$ cat config.mk
export PLATFORM = sky130hd
export DESIGN_NAME = sysclk_prescaler
export DESIGN_NICKNAME = d
export VERILOG_FILES = /design/src/rtl/sysclk_prescaler_pkg.sv /design/src/rtl/prescale_decoder.sv /design/src/rtl/prescale_ratio_hold.sv /design/src/rtl/prescale_period_cnt.sv /design/src/rtl/sysclk_prescaler.sv
export SDC_FILE = /design/constraint.sdc
export NUM_CORES = 1
export LEC_CHECK = 0
export CORE_UTILIZATION = 37
export DETAILED_ROUTE_END_ITERATION = 8
export SLEW_MARGIN = 20
export SYNTH_ARGS = -nofsm -noshare
export SYNTH_HDL_FRONTEND = slang
export SYNTH_SLANG_ARGS = --single-unit
$ cat constraint.sdc
create_clock -name clk_i -period 6.9 [get_ports clk_i]
set_input_delay 1.035 -clock clk_i [delete_from_list [all_inputs] [get_ports clk_i]]
set_output_delay 1.035 -clock clk_i [all_outputs]
set_load 0.02 [all_outputs]
$ cat src/rtl/sysclk_prescaler_pkg.sv
package sysclk_prescaler_pkg;

  localparam int CODE_W    = 4;
  localparam int MAX_SHIFT = 9;
  localparam int CNT_W     = MAX_SHIFT;
  localparam int SHIFT_W   = $clog2(MAX_SHIFT + 1);

  typedef logic [SHIFT_W-1:0] shift_t;
  typedef logic [CNT_W-1:0]   cnt_t;

  // Code to log2 of the divisor. Top bit clear selects 1; the ladder skips 2^5.
  function automatic shift_t code_to_shift(input logic [CODE_W-1:0] code);
    shift_t base;
    base = shift_t'(code[1:0]);
    if (!code[CODE_W-1])   return '0;
    else if (!code[2])     return base + shift_t'(1);
    else                   return base + shift_t'(6);
  endfunction

  // Terminal count of a period: divisor minus one.
  function automatic cnt_t shift_to_last(input shift_t s);
    logic [CNT_W:0] one;
    one = {{CNT_W{1'b0}}, 1'b1};
    return cnt_t'((one << s) - one);
  endfunction

endpackage

$ cat src/rtl/prescale_decoder.sv
module prescale_decoder
  import sysclk_prescaler_pkg::*;
(
  input  logic [CODE_W-1:0] code_i,
  output shift_t            shift_o
);
  assign shift_o = code_to_shift(code_i);
endmodule

$ cat src/rtl/prescale_ratio_hold.sv
module prescale_ratio_hold
  import sysclk_prescaler_pkg::*;
(
  input  logic   clk_i,
  input  logic   rst_ni,
  input  logic   period_end_i,
  input  shift_t req_shift_i,
  output shift_t active_shift_o,
  output logic   applied_o
);
  shift_t active_q;
  logic   applied_q;

  always_ff @(posedge clk_i or negedge rst_ni) begin
    if (!rst_ni) begin
      active_q  <= '0;
      applied_q <= 1'b0;
    end else if (period_end_i) begin
      active_q  <= req_shift_i;
      applied_q <= (req_shift_i != active_q);
    end else begin
      applied_q <= 1'b0;
    end
  end

  assign active_shift_o = active_q;
  assign applied_o      = applied_q;
endmodule

$ cat src/rtl/prescale_period_cnt.sv
module prescale_period_cnt
  import sysclk_prescaler_pkg::*;
(
  input  logic clk_i,
  input  logic rst_ni,
  input  cnt_t last_i,
  output logic period_end_o,
  output cnt_t cnt_o
);
  cnt_t cnt_q;

  assign period_end_o = (cnt_q == last_i);

  always_ff @(posedge clk_i or negedge rst_ni) begin
    if (!rst_ni)           cnt_q <= '0;
    else if (period_end_o) cnt_q <= '0;
    else                   cnt_q <= cnt_q + cnt_t'(1);
  end

  assign cnt_o = cnt_q;
endmodule

$ cat src/rtl/sysclk_prescaler.sv
module sysclk_prescaler
  import sysclk_prescaler_pkg::*;
(
  input  logic              clk_i,
  input  logic              rst_ni,
  input  logic [CODE_W-1:0] ratio_code_i,
  output logic              clk_en_o,
  output logic              ratio_applied_o
);
  // Named internal events, visible to the bound checker.
  shift_t req_shift;
  shift_t active_shift;
  cnt_t   period_last;
  cnt_t   period_cnt;
  logic   period_end;

  prescale_decoder u_dec (
    .code_i  (ratio_code_i),
    .shift_o (req_shift)
  );

  prescale_ratio_hold u_hold (
    .clk_i          (clk_i),
    .rst_ni         (rst_ni),
    .period_end_i   (period_end),
    .req_shift_i    (req_shift),
    .active_shift_o (active_shift),
    .applied_o      (ratio_applied_o)
  );

  assign period_last = shift_to_last(active_shift);

  prescale_period_cnt u_cnt (
    .clk_i        (clk_i),
    .rst_ni       (rst_ni),
    .last_i       (period_last),
    .period_end_o (period_end),
    .cnt_o        (period_cnt)
  );

  assign clk_en_o = period_end;
endmodule

==> flow_summary.toml <==
[drt]
final_antenna_net_count = 0
post_drt_via_cell_ratio = 5.448
route.detailed.drc = 0
vias = 790
drtIter0Drc = 8
wl_um = 1974
wire_per_inst_um = 13.61
drtPass1Iterations = 4

[pwr]
p_leak_nw = 0.4332
p_total_mw = 0.1375
ir_worst_vdd_v = 0.00009287
powerDensity_nw_per_um2 = 121.8

[synthesis]
syn_avg_cell_area_sq_um = 9.361
syn-instance-count = 110
synth_nets = 119
ys_seq_elements = 14
ys_warn_count = 0
seq_area_frac_synth = 0.3402
synth_cell_type_count = 39
synth_flop_cell = "dfrtp_1"
ys_async_sr_fraction = 1.000
synthesis.area_sq_um = 1030
synth_edf_count = 0

[cells_and_area]
nets = 126
fill_cells = 258
diodes = 0
multi_input_area_sq_um = 629.4
syn2layout_area_growth_pct = 9.599
mostFrequentLayoutCell = "dfrtp_1"
seqCellArea_sq_um = 350.3
layout_common_cells = "dfrtp_1, nor2_1, xnor2_1, clkdlybuf4s50_1, nand2_1"
layout-drive-gt1-share = 0.07826

[die]
num_rows = 18
die_w_um = 54.76
die_height_um = 54.76
die_area_sq_um = 2998
start_util = 0.4046
io_pins = 8
core_sq_um = 2545

[global_routing]
track_usage = 0.1661
grt_max_degree = 17
grt_most_used_layer = "met2"
grtUsageMet2 = 0.2510
grt_overflow = 0
grt_pass1_wl_um = 3498
met1_usage = 0.2290
antenna_found_initial = 0
grt_pass1_vias = 760
use_met3 = 0.03333

[timing]
rsz0062_at_grt = "false"
tightest_slew_ns = 0.6270
min_period_over_period = 0.6922
setup_viol = 0
max_freq_mhz = 209.4
fin_hold_ws_ns = 0.5362
slew_headroom = 0.5807
fin_setup_tns_ns = 0
timing.final.crit_period_ns = 4.776
maxSlewViolCount = 0
finClkSkew_ns = 0.003850
hold_viol_final = 0

[clocking]
post_cts_resized = 0
numClockSinks = 14
htree_levels = 1
cts-root-buf = "clkbuf_4"
numCtsBuffers = 3
clkTransAtPathRegs_ns = 0.08
hold_buffers = 0
insertion_delay_ns = 0.28
clock_tree.buffer_depth = 2
cts_tree = "yes"
cts_setup_buffers = 0

[placement]
portBuffers = 7
place.gp.congestion = 0.7812
dp_hpwl_um = 1456

[critical_path]
critical_path_class = "flop to primary output"
crit_start = "u_hold.active_shift_o[2]$_DFFE_PN0N_"
path_max_fanout = 16
cp_data_arrival_time_ns = 3.74
r2r_start = "u_hold.active_shift_o[2]$_DFFE_PN0N_"
crit_required_ns = 5.86
start_kind = "flop"
worstSetupEndpointType = "primary output"

[status]
status = "finished clean"

[hold_path]
hold_path_class = "flop to flop"
hp-start = "u_cnt.cnt_o[0]$_DFF_PN0_"

[job]
drv_cap = 0
[per-stage QoR]
stage          setup WS, ns  area (sq um)  instances  utilization
2_1_floorplan         2.948          1030        110            -
3_3_place_gp          2.478          1106        142       0.4346
3_5_place_dp          2.425          1106        142       0.4346
4_1_cts               2.098          1129        145       0.4435
5_1_grt               1.958          1129        145       0.4435
6_report              2.124          1129        145       0.4435
[worst paths after layout]
path                            cells past startpoint                              endpoint  slack (ns)
worst max register to register                      9  u_hold.active_shift_o[1]$_DFFE_PN0N_        3.41
max in group asynchronous                           1              u_cnt.cnt_o[7]$_DFF_PN0_        5.36
worst max-delay path                                8                              clk_en_o        2.12
min in group asynchronous                           1              u_cnt.cnt_o[4]$_DFF_PN0_        1.14
worst min register to register                      1              u_cnt.cnt_o[0]$_DFF_PN0_        0.54
worst min-delay path                                1              u_cnt.cnt_o[0]$_DFF_PN0_        0.54
[worst max-delay path, cell delays in order, from the launching register on]
cell and delay (ns):
dfrtp_1 0.55, or2_2 0.38, or3_1 0.31, ha_1 0.33, xnor2_1 0.19, xnor2_1 0.15, or4_4 0.53, a2111oi_4 0.34
clkdlybuf4s50_1 0.67
[metal layers]
metal,part of all wire,up-vias
li1,-,408
met1,0.50,366
met2,0.46,12
met3,0.023,4
met4,0.015,0
met5,0,-
[cell type report]
cell class,instances,share of cell area
Clock buffer,3,0.01996
Tap cell,30,0.03326
Inverter,3,0.009978
Multi-Input combinational cell,87,0.5577
Sequential cell,14,0.3104
Timing Repair Buffer,8,0.06874
[Yosys cell counts, types with 2 or more instances]
cell | instances | area (sq um)
dfrtp_1 | 14 | 350.3
xnor2_1 | 10 | 87.58
nand2_1 | 6 | 22.52
nor4_1 | 2 | 12.51
inv_1 | 3 | 11.26
and3_1 | 2 | 12.51
nor3_1 | 2 | 10.01
nand3_1 | 5 | 25.02
o21ai_0 | 4 | 20.02
mux2i_1 | 4 | 40.04
and2_1 | 3 | 18.77
buf_6 | 2 | 22.52
a21oi_1 | 3 | 15.01
o21bai_1 | 3 | 22.52
a211oi_1 | 2 | 15.01
or4_4 | 2 | 22.52
nand2b_1 | 2 | 12.51
nor2_1 | 11 | 41.29
clkbuf_1 | 3 | 11.26
ha_1 | 3 | 37.54
xor2_1 | 5 | 43.79
a31oi_1 | 2 | 12.51
[where the power goes]
part / leakage, nW / internal, mW / switching, mW / total, mW
clock: 0.0138 / 0.0202 / 0.0257 / 0.0459
sequential: 0.165 / 0.0820 / 0 / 0.0820
combinational: 0.254 / 0.00461 / 0.00495 / 0.00956
total: 0.433 / 0.107 / 0.0306 / 0.137
[kinds of logic after synthesis]
group,Yosys count,share of synthesized area
buffers and inverters,9,0.04859
AO/OA/AOI/OAI,22,0.1725
XOR/XNOR,15,0.1276
AND/OR/NAND/NOR,42,0.2212
adder cells (fa/ha/maj),3,0.03646
flip-flops,14,0.3402
multiplexers,5,0.05346
[state kept, by name (all words and copies together), names as in the netlist]
name                   flops
u_cnt.cnt_o                9
u_hold.active_shift_o      4
u_hold.applied_o           1
Power figures use the tool's default switching activity.
